<file path="src/rtl/pow2_div_pkg.sv">
package pow2_div_pkg;
   localparam int NUM_DOM = 6;
   localparam int IDX_CORE = 0;
   localparam int IDX_SP   = 1;
   localparam int IDX_MMU  = 2;
   localparam int IDX_TC   = 3;
   localparam int IDX_PER  = 4;
   localparam int IDX_DISP = 5;
   localparam int SEL_W    = $clog2(NUM_DOM);
endpackage

</file>
<file path="src/rtl/ratio_fix.sv">
module ratio_fix
   import pow2_div_pkg::*;
#(
   parameter int EXP_W  = 2,
   parameter int WORD_W = 16
) (
   input  logic [WORD_W-1:0] raw_word,
   output logic [WORD_W-1:0] fixed_word
);
   localparam int XW = EXP_W + 1;

   logic [XW-1:0] ex [NUM_DOM];
   logic [XW-1:0] mmu_v;
   logic [XW-1:0] tc_v;

   always_comb begin
      for (int d = 0; d < NUM_DOM; d++) begin
         ex[d] = {1'b0, raw_word[d*EXP_W +: EXP_W]};
      end
      // memory-management exponent held within [sp, sp+1]
      mmu_v = ex[IDX_MMU];
      if (mmu_v < ex[IDX_SP]) mmu_v = ex[IDX_SP];
      if (mmu_v > ex[IDX_SP] + XW'(1)) mmu_v = ex[IDX_SP] + XW'(1);
      // traffic controller: floors first, ceilings last
      tc_v = ex[IDX_TC];
      if (tc_v < ex[IDX_CORE]) tc_v = ex[IDX_CORE];
      if (tc_v < mmu_v) tc_v = mmu_v;
      if (tc_v > ex[IDX_DISP]) tc_v = ex[IDX_DISP];
      if (tc_v > ex[IDX_PER]) tc_v = ex[IDX_PER];
      fixed_word = '0;
      for (int d = 0; d < NUM_DOM; d++) begin
         if (d == IDX_MMU)
            fixed_word[d*EXP_W +: EXP_W] = mmu_v[EXP_W-1:0];
         else if (d == IDX_TC)
            fixed_word[d*EXP_W +: EXP_W] = tc_v[EXP_W-1:0];
         else
            fixed_word[d*EXP_W +: EXP_W] = ex[d][EXP_W-1:0];
      end
   end
endmodule

</file>
<file path="src/rtl/phase_counter.sv">
module phase_counter #(
   parameter int CNT_W = 3
) (
   input  logic             clk,
   input  logic             rst_n,
   output logic [CNT_W-1:0] cnt,
   output logic             wrap
);
   logic [CNT_W-1:0] cnt_q;

   always_ff @(posedge clk or negedge rst_n) begin
      if (!rst_n) cnt_q <= '0;
      else        cnt_q <= cnt_q + CNT_W'(1);
   end

   assign cnt  = cnt_q;
   assign wrap = (cnt_q == {CNT_W{1'b1}});
endmodule

</file>
<file path="src/rtl/tick_gen.sv">
module tick_gen #(
   parameter int EXP_W = 2,
   parameter int CNT_W = 3
) (
   input  logic [CNT_W-1:0] cnt,
   input  logic [EXP_W-1:0] exp_i,
   input  logic             en,
   output logic             tick
);
   logic [CNT_W-1:0] mask;

   always_comb begin
      for (int b = 0; b < CNT_W; b++) begin
         mask[b] = (b < int'(exp_i));
      end
   end

   assign tick = en && ((cnt & mask) == '0);
endmodule

</file>
<file path="src/rtl/rate_unit.sv">
module rate_unit
   import pow2_div_pkg::*;
#(
   parameter int EXP_W  = 2,
   parameter int WORD_W = 16,
   parameter int RATE_W = 32
) (
   input  logic [RATE_W-1:0] parent_rate,
   input  logic [RATE_W-1:0] target_rate,
   input  logic [WORD_W-1:0] act_word,
   input  logic [SEL_W-1:0]  rate_sel,
   output logic [EXP_W-1:0]  hlp_exp,
   output logic              hlp_ok,
   output logic [RATE_W-1:0] rate_out
);
   localparam int NUM_EXP = 1 << EXP_W;

   always_comb begin
      hlp_exp = '0;
      hlp_ok  = 1'b0;
      for (int e = NUM_EXP - 1; e >= 0; e--) begin
         if ((parent_rate >> e) <= target_rate) begin
            hlp_exp = EXP_W'(e);
            hlp_ok  = 1'b1;
         end
      end
   end

   always_comb begin
      rate_out = '0;
      for (int d = 0; d < NUM_DOM; d++) begin
         if (int'(rate_sel) == d)
            rate_out = parent_rate >> act_word[d*EXP_W +: EXP_W];
      end
   end
endmodule

</file>
<file path="src/rtl/pow2_div_bank.sv">
module pow2_div_bank
   import pow2_div_pkg::*;
#(
   parameter int EXP_W  = 2,
   parameter int WORD_W = 16,
   parameter int RATE_W = 32
) (
   input  logic              clk,
   input  logic              rst_n,
   input  logic              wr_en,
   input  logic [WORD_W-1:0] wr_word,
   input  logic              fld_en,
   input  logic [SEL_W-1:0]  fld_sel,
   input  logic [EXP_W-1:0]  fld_exp,
   input  logic [NUM_DOM-1:0] dom_en,
   output logic [NUM_DOM-1:0] dom_tick,
   output logic [WORD_W-1:0] act_word,
   output logic [WORD_W-1:0] shd_word,
   input  logic [RATE_W-1:0] parent_rate,
   input  logic [RATE_W-1:0] target_rate,
   output logic [EXP_W-1:0]  hlp_exp,
   output logic              hlp_ok,
   input  logic [SEL_W-1:0]  rate_sel,
   output logic [RATE_W-1:0] rate_out
);
   localparam int CNT_W = (1 << EXP_W) - 1;

   generate
      if (WORD_W < NUM_DOM * EXP_W) begin : g_bad_word
         $error("pow2_div_bank: WORD_W too small for all exponent fields");
      end
      if (EXP_W < 1 || EXP_W > 3) begin : g_bad_exp
         $error("pow2_div_bank: EXP_W must lie in 1..3");
      end
   endgenerate

   logic [CNT_W-1:0]  cnt_q;
   logic              wrap;
   logic [WORD_W-1:0] shd_q, act_q;
   logic [WORD_W-1:0] raw_word, fixed_word;
   logic              take_wr;

   phase_counter #(.CNT_W(CNT_W)) u_cnt (
      .clk(clk), .rst_n(rst_n), .cnt(cnt_q), .wrap(wrap)
   );

   // candidate word: whole write wins over a field write
   always_comb begin
      raw_word = shd_q;
      take_wr  = 1'b0;
      if (wr_en) begin
         raw_word = wr_word;
         take_wr  = 1'b1;
      end else if (fld_en && (int'(fld_sel) < NUM_DOM)) begin
         for (int d = 0; d < NUM_DOM; d++) begin
            if (int'(fld_sel) == d) raw_word[d*EXP_W +: EXP_W] = fld_exp;
         end
         take_wr = 1'b1;
      end
   end

   ratio_fix #(.EXP_W(EXP_W), .WORD_W(WORD_W)) u_fix (
      .raw_word(raw_word), .fixed_word(fixed_word)
   );

   always_ff @(posedge clk or negedge rst_n) begin
      if (!rst_n) begin
         shd_q <= '0;
         act_q <= '0;
      end else begin
         if (take_wr) shd_q <= fixed_word;
         if (wrap)    act_q <= shd_q;
      end
   end

   generate
      for (genvar g = 0; g < NUM_DOM; g++) begin : g_dom
         tick_gen #(.EXP_W(EXP_W), .CNT_W(CNT_W)) u_tick (
            .cnt(cnt_q),
            .exp_i(act_q[g*EXP_W +: EXP_W]),
            .en(dom_en[g]),
            .tick(dom_tick[g])
         );
      end
   endgenerate

   rate_unit #(.EXP_W(EXP_W), .WORD_W(WORD_W), .RATE_W(RATE_W)) u_rate (
      .parent_rate(parent_rate), .target_rate(target_rate),
      .act_word(act_q), .rate_sel(rate_sel),
      .hlp_exp(hlp_exp), .hlp_ok(hlp_ok), .rate_out(rate_out)
   );

   assign act_word = act_q;
   assign shd_word = shd_q;
endmodule

</file>
<file path="config.mk">
export PLATFORM = sky130hd
export DESIGN_NAME = pow2_div_bank
export DESIGN_NICKNAME = d
export VERILOG_FILES = /design/src/rtl/pow2_div_pkg.sv /design/src/rtl/ratio_fix.sv /design/src/rtl/phase_counter.sv /design/src/rtl/tick_gen.sv /design/src/rtl/rate_unit.sv /design/src/rtl/pow2_div_bank.sv
export SDC_FILE = /design/constraint.sdc
export NUM_CORES = 1
export LEC_CHECK = 0
export ABC_AREA = 1
export CORE_UTILIZATION = 44
export CTS_BUF_LIST = sky130_fd_sc_hd__clkbuf_4
export CTS_CLUSTER_DIAMETER = 60
export CTS_CLUSTER_SIZE = 8
export DETAILED_ROUTE_END_ITERATION = 16
export DONT_BUFFER_PORTS = 1
export PLACE_DENSITY = 0.57
export SYNTH_ARGS = -nofsm -noshare
export SYNTH_HDL_FRONTEND = slang
export SYNTH_SLANG_ARGS = --single-unit
export TNS_END_PERCENT = 100
</file>
<file path="constraint.sdc">
create_clock -name clk -period 5.7 [get_ports clk]
set_input_delay 0.855 -clock clk [delete_from_list [all_inputs] [get_ports clk]]
set_output_delay 0.855 -clock clk [all_outputs]
set_load 0.005 [all_outputs]
</file>
* Word level (Yosys, flattened, before mapping)
Cells that the tools add are included.
Widths: inputs -> output; s select.
** Word-level totals
- Register bits after elaboration :: 27
- Input port bits :: 98
- Output and inout port bits :: 73
- Logic and storage cells :: 102
** Operators by class
- Add/sub/neg operators :: 2
- Order comparisons :: 29
- Equal/unequal tests :: 11
- Shifts and indexed selects :: 6
- Muxes and demuxes :: 30
- Bitwise operators :: 6
- Reductions and logical operators :: 15
** Operator list (count)
- $mux 32 :: 6
- $shr 32x2->32 :: 6
- $le 29x32->1 :: 1
- $le 30x32->1 :: 1
- $le 31x32->1 :: 1
- $le 32x32->1 :: 1
- $eq 3x3->1 const B :: 9
- $mux 2 :: 13
- $logic_not 3->1 :: 8
- $lt 1x2->1 const A :: 12
- $mux 12 :: 2
- $and 3x3->3 :: 6
- $lt 2x2->1 const A :: 6
- $mux 3 :: 3
- $logic_and 1x1->1 :: 7
- $eq 3x2->1 const B :: 2
- $gt 3x2->1 :: 2
- $mux 1 :: 6
- $lt 2x2->1 :: 2
- $add 2x1->3 const B :: 1
- $add 3x1->3 const B :: 1
- $gt 2x3->1 :: 1
- $lt 2x3->1 :: 1
- $lt 3x3->1 const B :: 1

* Longest topological paths before layout
Gate-level depths: netlist of run 1.
- Depth after elaboration :: 14
- Gate-level depth with buffers :: 38
- Mapped depth without buffers :: 38

* Cells and area by module
From an unflattened synthesis of run 1, not the netlist that was laid out.
** Second synthesis, totals
- Cell total of the unflattened synthesis :: 1825
- Area total of the unflattened synthesis :: 10183.5 µm²
** Modules (own cells, without submodules)
- rate_unit :: times used 1, cells an instance 1465, area each 7676.1 µm², sequential area each 0.0 µm²
- pow2_div_bank :: times used 1, cells an instance 224, area each 1664.1 µm², sequential area each 800.8 µm²
- ratio_fix :: times used 1, cells an instance 88, area each 566.8 µm², sequential area each 0.0 µm²
- tick_gen :: times used 6, cells an instance 7, area each 28.8 µm², sequential area each 0.0 µm²
- phase_counter :: times used 1, cells an instance 6, area each 103.8 µm², sequential area each 75.1 µm²

* Worst setup path before layout of run 1
No wires, ideal clock.
- Path kind :: input -> register
- From :: in wr_en
- To :: reg shd_q[6] (netlist: shd_word[6])
- Setup time :: 116 ps
- Arrival time :: 5353 ps
- Required time :: 5584 ps
- Path slack :: 231 ps
- Stages on the path :: 31
- Buffers on the path :: 2
- Cells stage by stage :: inv_1 -> buf_2 -> clkbuf_1 -> o211ai_1 -> o21ai_0 -> inv_1 -> ha_1 -> o22a_1 -> nand2_1 -> nand2_1 -> inv_1 -> ha_1 -> a21oi_1 -> nand2_1 -> o21ai_0 -> ha_1 -> nand2_2 -> nand3_1 -> and2_1 -> ha_1 -> a22oi_1 -> inv_1 -> or2_2 -> nand2_1 -> ha_1 -> a2bb2oi_1 -> inv_1 -> o21ai_0 -> inv_1 -> nand2_1 -> nand2_1
** Between the ends
- Word-level cells in the longest chain between the ends :: 11
- Elaborated cells on any way between the ends :: 15
- Those cells by class :: 1 x add/sub; 6 x order compare; 8 x mux
** RTL lines
- from (decl) :: line pow2_div_bank.sv:10 : input logic wr_en,
- $mux 12 :: line pow2_div_bank.sv:51 : if (wr_en) begin
- $lt 2x2->1 :: line ratio_fix.sv:22 : if (mmu_v < ex[IDX_SP]) mmu_v = ex[IDX_SP];
- $mux 2 :: line ratio_fix.sv:22
- $gt 2x3->1 :: line ratio_fix.sv:23 : if (mmu_v > ex[IDX_SP] + XW'(1)) mmu_v = ex[IDX_SP] + XW'(1);
- $mux 3 :: line ratio_fix.sv:23
- $lt 2x3->1 :: line ratio_fix.sv:27 : if (tc_v < mmu_v) tc_v = mmu_v;
- $mux 3 :: line ratio_fix.sv:27
- $gt 3x2->1 :: line ratio_fix.sv:28 : if (tc_v > ex[IDX_DISP]) tc_v = ex[IDX_DISP];
- $mux 3 :: line ratio_fix.sv:28
- $gt 3x2->1 :: line ratio_fix.sv:29 : if (tc_v > ex[IDX_PER]) tc_v = ex[IDX_PER];
- $mux 2 :: line ratio_fix.sv:29
- to (signal assigned) :: line pow2_div_bank.sv:71 : if (take_wr) shd_q <= fixed_word;
- to (decl) :: line pow2_div_bank.sv:39 : logic [WORD_W-1:0] shd_q, act_q;
Parallel ways exist; a longest one is shown, timed or not.
A chain may end at the register's enable or synchronous reset.

* Worst setup path after layout of run 1
- From :: in fld_en
- To :: reg shd_q[6] (netlist: shd_word[6])
** Between the ends
- Word-level cells in the longest chain between the ends :: 13
- Elaborated cells on any way between the ends :: 18
- Those cells by class :: 1 x add/sub; 6 x order compare; 10 x mux; 1 x reduce/logical
** RTL lines
- from (decl) :: line pow2_div_bank.sv:12 : input logic fld_en,
- $logic_and 1x1->1 * :: line pow2_div_bank.sv:54 : end else if (fld_en && (int'(fld_sel) < NUM_DOM)) begin
- $mux 12 * :: line pow2_div_bank.sv:54
- $mux 12 * :: line pow2_div_bank.sv:51
- net fixed_word[3] :: line pow2_div_bank.sv:40 : logic [WORD_W-1:0] raw_word, fixed_word;
- $lt 2x2->1 :: line ratio_fix.sv:22
- $mux 2 :: line ratio_fix.sv:22
- $gt 2x3->1 :: line ratio_fix.sv:23
- $mux 3 * :: line ratio_fix.sv:23
- $lt 2x3->1 :: line ratio_fix.sv:27
- $mux 3 * :: line ratio_fix.sv:27
- $gt 3x2->1 :: line ratio_fix.sv:28
- $mux 3 * :: line ratio_fix.sv:28
- $gt 3x2->1 :: line ratio_fix.sv:29
- $mux 2 * :: line ratio_fix.sv:29
The timed path passes the listed nets; every way through them passes the cells marked *.

==> reports/summary.md, run 1 <==
The run finished with clean final reports. Buffers placed on the I/O ports in this run total 0. Synthesis inferred 27 register bits. The pre-CTS worst setup slack is 0.0849 ns, and the number of I/O pins is 171.

TritonCTS built the clock tree. The top cell type's share of synthesized area is 0.177. The critical path contains buffers and inverters numbering 6 combined.

The logs give 1677 for the synthesized instance count and 4.50 nW for the leakage power summed over all cells. The post-synthesis to final-layout area growth is 0.494%. The global-route met2 utilization is 0.519.

The via count of the first global-routing pass is 10500. The die is 150 µm tall. The initial antenna violation count was 0. The run gives 65 as the maximum number of pins on one net before global-route repair. The required arrival time at the worst endpoint was 5.94 ns. The run gives 0.327 as the global router's overall resource usage. Data on the critical path arrives at its endpoint at 5.46 ns.

The starting density of the core was 0.454; the chip width was 150 µm. Setup repair after global routing left no endpoint under its margin. The placed wire-length estimate came out at 26900 µm. The number of antenna diodes in the final layout is 0.

The tools report the utilization after layout as 0.456. The clock share of power came out at 0.045. Cell internal power was estimated by the tool at 0.000727 W. At the pin with the least slew margin, the transition time is 1.15 ns.

Part of the power in combinational logic: 0.809. A synthesized cell averages 5.74 µm². The global routing usage on met3 was 0.0625. After synthesis, the cell types taking the most area are ha_1, nand2_1, o21ai_0.

Clock tree synthesis selected as its root buffer the cell clkbuf_4. For this run, the number of Yosys warnings is 0. For the met1 global-route usage, the log shows 0.427. The highest cell delay on the worst timing path works out to 0.30 ns. Share of async-settable or async-resettable flops after synthesis: 1.00. The run gives 0 as the remaining antenna violation count. Leaving out fill and tap cells, the most frequent cell in the layout is nand2_1. Clock sink count: 27.

The routed design could run at a clock period as short as 5.23 ns. The count of final max-slew check failures was 0; the number of nets in the finished design was 1832. The switching power share of the total was 0.622. For the final estimated routing congestion in global placement, the log shows 0.969. The clock arrives with 0.0155 ns of skew. The CTS buffer count was 3. The total global routing overflow was 0.

The primary flip-flop cell chosen by synthesis mapping is dfrtp_1. The cell family contributing the most delay on the critical path is simple AND/OR/NAND/NOR gates. Summed over all layers, the routed wires come to 37300 µm. Counting along the longest clock path gives a buffer depth of 2.

The clock input transition at the sequential cells of the worst setup and hold paths is 0.16 ns, and the core outline area is 21200 µm². In the final timing run, aggregate negative setup slack is 0 ns. IR analysis of the VDD net gives a maximum drop of 236 µV.

For the final number of setup-violating endpoints, the log shows 0. For this run, the detailed router's first-pass iteration total came to 6. After detailed routing, the number of remaining DRC violations is 0. Most used routing layer in global routing: met2.

Per-cell routed wire length: 19.9 µm. STA classifies the critical path endpoint as a flop. The most prevalent standard cell on the critical path is nand2_1. The ratio of cells with drive above 1 in the final layout came out at 0.0476. The headroom to the max-slew limit is 0.226. Cell type with the highest aggregate area in the netlist: ha_1. The run gives 58 as the distinct cell type count of the synthesized netlist.

Maximum net fanout on the critical path: 6. The logs give 0.00120 W for the reported net switching power and 0.0701 for the part of the Yosys area used for sequential elements. The detailed router finished its first iteration with 1210 violations.

The number of levels in the clock H-tree was 1. In this run the core area contains 53 standard-cell rows. The logs give 0.474 ns for the minimum setup slack in the final design and 0 for the number of max-cap violations. Using the TritonRoute via totals, the vias-per-cell ratio works out to 6.15. For the total via count after detailed routing, the log shows 11500. The first global-routing pass estimated 57900 µm of wire. The sequential cell fraction of total power is 0.146, and the post-route fraction of the period consumed by the critical path is 0.917. The min-delay analysis places its worst path in the category input pin to async pin. The element type at the critical path start is an input pin. Critical path class: input pin to flop. The mapped netlist covers 9630 µm². In the layout the commonest cells are nand2_1, o21ai_0, inv_1. Total count of hold-check failures in the final report: 0. The number of synthesized flops with an enable pin was 0; the power density over the cells was 199 nW/µm².

The die covers 22500 µm². Derived from the worst setup path, the maximum achievable clock frequency is 0.191 GHz. The clock network latency to the later pin of the worst-skew pair was 0.34 ns. The cell with the biggest individual delay on the critical path was ha_1.
-- state kept, by name, indices dropped and copies added, names as in the netlist --
register   count
u_cnt.cnt      3
act_word      12
shd_word      12
-- kinds of logic after synthesis --
kind of cell	after synthesis	synth area share
DFF	27	0.0701
buffers and inverters	273	0.119
and+or+nand+nor	686	0.304
other	1	0.000389
adders and majority gates	136	0.177
AOI/OAI and AO/OA	554	0.330
-- area by class of cell --
cell class / instances / area [µm²]
clock buffer: 3 / 22.5
clock inverter: 1 / 7.51
fill: 2404 / 11500
inverter: 158 / 597
multi-input combinational: 1384 / 7850
sequential: 27 / 683
tap: 275 / 344
timing repair buffer: 24 / 180
-- power groups by stage --
stage / Sequential [W] / Clock (W) / Combinational, W
2_1_floorplan: 0.000263 / 0 / 0.00116
3_3_place_gp: 0.000285 / 0 / 0.00149
3_5_place_dp: 0.000285 / 0 / 0.00151
4_1_cts: 0.000281 / 0.0000896 / 0.00151
5_1_grt: 0.000289 / 0.0000980 / 0.00175
6_report: 0.000281 / 0.0000868 / 0.00156
-- per-layer routing --
layer  vias up  wire length [µm]
li1       5647                 -
met1      5128             15700
met2       641             16200
met3       105              3870
met4         0              1500
met5         -                 0
-- what timing repair did --
item,4_1_cts,5_1_grt
resized for setup,0,1
hold endpoints to repair,0,0
hold buffers,0,0
endpoints found under the setup margin,0,2
setup buffers,0,0
-- cell usage after synthesis (4+ instances only) --
master,number
clkbuf_1,55
and3_1,4
o2111ai_1,12
or2_2,5
nand2_1,448
nor3_1,14
o22ai_1,15
o21ai_0,305
dfrtp_1,27
nand3_2,4
o21a_1,4
a311oi_1,6
ha_1,136
nor4_1,6
nand3_1,69
a31oi_1,18
o211ai_1,53
buf_4,16
nand4_1,21
a22oi_1,7
buf_2,37
inv_2,8
a21oi_1,98
inv_1,145
o21ai_1,7
nor2_1,96
clkinv_1,5
-- metrics by stage --
stage	cells	instance area, µm²	hold WS (ns)	power (W)
2_1_floorplan	1684	9660	0.467	0.00143
3_3_place_gp	1868	9650	0.476	0.00178
3_5_place_dp	1868	9650	0.487	0.00179
4_1_cts	1872	9680	0.169	0.00188
5_1_grt	1872	9680	0.144	0.00213
6_report	1872	9680	0.182	0.00193
-- path summary, 6_finish.rpt --
check,slack (ns),depth (start not counted),startpoint,endpoint
min in group clk,0.51,1,u_cnt.cnt[1]$_DFF_PN0_,u_cnt.cnt[1]$_DFF_PN0_
max in group asynchronous,5.42,0,rst_n,act_word[10]$_DFFE_PN0N_
setup reg to reg,0.81,30,shd_word[3]$_DFFE_PN0P_,shd_word[6]$_DFFE_PN0P_
setup / recovery,0.47,32,fld_en,shd_word[6]$_DFFE_PN0P_
hold / removal,0.18,0,rst_n,act_word[2]$_DFFE_PN0N_
hold reg to reg,0.51,1,u_cnt.cnt[1]$_DFF_PN0_,u_cnt.cnt[1]$_DFF_PN0_
(Power assumes the default switching activity.)
==> run 2, diff against run 1 <==
--- a/constraint.sdc
+++ b/constraint.sdc
@@ -3,2 +3,2 @@
 set_output_delay 0.855 -clock clk [all_outputs]
-set_load 0.005 [all_outputs]
+set_load 0.01 [all_outputs]
==> run 2 against run 1 <==
  * Count of clock-buffer cells in the layout is the same
  * Non-clock buffer count shrank 3
  * Sequential share of layout area about the same
  * Worst setup slack gained 0.051 ns
  * Die area is the same
  * Fmax up 0.99%
  * Critical path depth unchanged
  * Largest power group unchanged
==> reports/summary.md, run 2 (synthesis gave the netlist of run 1 again) <==
The highest cell delay on the worst timing path is 0.31 ns, and the starting density of the core is 0.454. In the routed design, unresolved DRC markers number 0. The tools report the maximum vdd ir drop as 314 µV. Setup violations remaining at the end of the flow were counted as 0. From synthesis to final layout, the design area changed by 0.234%. The min-delay analysis places its worst path in the category input pin to async pin. Max-cap violations in this run came to 0. Wires add up to 37100 µm. The multi-input combinational cells in the finished layout cover a total of 7850 µm². Setup repair after global routing left no endpoint under its margin.

The reported net switching power is 0.00124 W, and the measured slew at the worst slew-check pin is 1.11 ns. The tools report the number of DRC markers in iteration 0 as 1147. The clock share of power came out at 0.047. The run finished with clean final reports.

The tools report the placed wire-length estimate as 27000 µm. The die is 150 µm tall. For the post-route setup TNS, the log shows 0 ns.

STA puts the critical path data arrival time at 5.43 ns. Pin placement for this block handled 171 I/O pins. The run gives 0.327 as the global router's overall resource usage. The detailed-router iteration count before antenna repair was 6; the via count of the first global-routing pass was 10700. The tools report the area of all placed cells without fillers as 9660 µm².

The element type at the critical path start is an input pin. The largest individual stage delay along the critical path comes from the cell ha_1. The length of routed met2 wiring came out at 16100 µm. Clock tree synthesis selected as its root buffer the cell clkbuf_4. In this run the worst path has a maximum fanout of 6.

The clock input transition at the sequential cells of the worst setup and hold paths was 0.16 ns. Number of buffers added to fix hold violations after cts: 0. The tools report the sum of routed wire segments on met1 as 15600 µm. The cell that appears most often on the critical path is nand2_1. After filler insertion, the fill cell instance count of the layout stands at 2379. The ratio of cells with drive above 1 in the final layout was 0.0452; the initial antenna violation count was 0. The achievable frequency is 0.193 GHz, and the area of the die is 22500 µm². The cell internal power dissipation is 0.000725 W. Entering global routing, the biggest net connects 65 pins. CTS buffer count: 3.

Leaving out fill and tap cells, the most frequent cell in the layout is nand2_1. The post-placement cell area was 9620 µm²; the count of buffers inserted at the top-level ports was 0. The minimum clock period after layout was 5.17 ns. After global routing the overflow that remains totals 0.

The routed design uses 3930 µm of met3 wire. Switching power share of the total: 0.631. The region available for standard cell placement spans 21200 µm². The uppermost layer routed is met4. The per-cell routed wire length was 19.8 µm.

On the final layout, the worst clock skew is 0.00944 ns. At the end of the flow, the number of nets in the layout was 1829. Setup fix buffers added after clock tree synthesis: 0.

The tools report the sequential cell fraction of total power as 0.172. The post-route fraction of the period consumed by the critical path is 0.908, and the remaining antenna violation count is 0. TritonCTS built the clock tree. The first global-routing pass estimated 58000 µm of wire.

Part of the power in combinational logic: 0.781. The tools report the total count of hold-check failures in the final report as 0. The element type at the critical path end was a flop. Row generation in the floorplan step produced 53 rows. The die is 150 µm wide. In this run the static leakage power is 4.50 nW. The number of levels in the clock H-tree came out at 1.

The headroom to the max-slew limit was 0.254. The combined flip-flop and latch cell area was 683 µm²; the power density over the cells was 203 nW/µm². The routed via count divided by cell count was 6.15; the worst-case clock buffer depth was 2.

The logs give 11500 for the total via count after detailed routing and 0.00196 W for the total power. For the final estimated routing congestion in global placement, the log shows 0.959. At the worst endpoint, the required time is 5.96 ns.

The library cells used most frequently in the layout, excluding fill and tap cells, are nand2_1, o21ai_0, inv_1. The setup path with the least slack is of type input pin to flop. At the later pin of the worst-skew pair, clock insertion delay measures 0.35 ns. The count of final max-slew check failures was 0; the clock sink count was 27. The number of gates resized after CTS was 0. The number of antenna diodes in the final layout is 0.
## run 2: cell types whose count changed in the layout (fill, tap and decap cells not counted), sizes merged
cell / previous run / this run
buf: 24 / 21
inv: 152 / 154
clkinvlp: 2 / 0
## run 2: final timing paths
check / startpoint / end / slack [ns] / cells after the start
setup / recovery: fld_en / shd_word[6]$_DFFE_PN0P_ / 0.53 / 32
hold / removal: rst_n / shd_word[3]$_DFFE_PN0P_ / 0.17 / 0
setup reg to reg: shd_word[3]$_DFFE_PN0P_ / shd_word[6]$_DFFE_PN0P_ / 0.81 / 30
hold reg to reg: u_cnt.cnt[1]$_DFF_PN0_ / u_cnt.cnt[1]$_DFF_PN0_ / 0.52 / 1
max in group asynchronous: rst_n / act_word[6]$_DFFE_PN0N_ / 5.44 / 0
min in group clk: u_cnt.cnt[1]$_DFF_PN0_ / u_cnt.cnt[1]$_DFF_PN0_ / 0.52 / 1
## run 2: cell type report
type                    instances  share of cell area
inverters                     158              0.0614
clock buffers                   3             0.00233
repair buffers                 21              0.0163
flip-flops and latches         27              0.0708
clock inverters                 1            0.000907
well taps                     275              0.0356
multi-input cells            1384               0.813
## run 2: metrics by stage
stage	worst slack, ns	hold slack (ns)	util	instances
after detailed placement	0.0496	0.487	0.454	1865
after CTS	0.433	0.155	0.455	1869
after global routing	0.00462	0.145	0.455	1869
final	0.525	0.171	0.455	1869
after global placement	0.172	0.476	0.454	1865
after floorplan	0.231	0.467	-	1684
## run 2: critical path, delay by kind of cell
family	cells	cell delay, ns
AND/OR/NAND/NOR	13	1.48
adder cells (fa/ha/maj)	5	1.33
AO/OA/AOI/OAI	8	1.35
buffers and inverters	6	0.42
## run 2: layer usage
metal / up-vias / track usage
li1: 5641 / -
met1: 5132 / 0.422
met2: 631 / 0.531
met3: 94 / 0.0665
met4: 0 / 0.122
met5: - / 0
## run 2: power by group through the flow
stage	Sequential [W]	Clock, W	Combinational [W]
2_1_floorplan	0.000277	0	0.00119
3_3_place_gp	0.000339	0	0.00147
3_5_place_dp	0.000340	0	0.00149
4_1_cts	0.000336	0.0000943	0.00149
5_1_grt	0.000350	0.0000994	0.00171
6_report	0.000338	0.0000917	0.00153
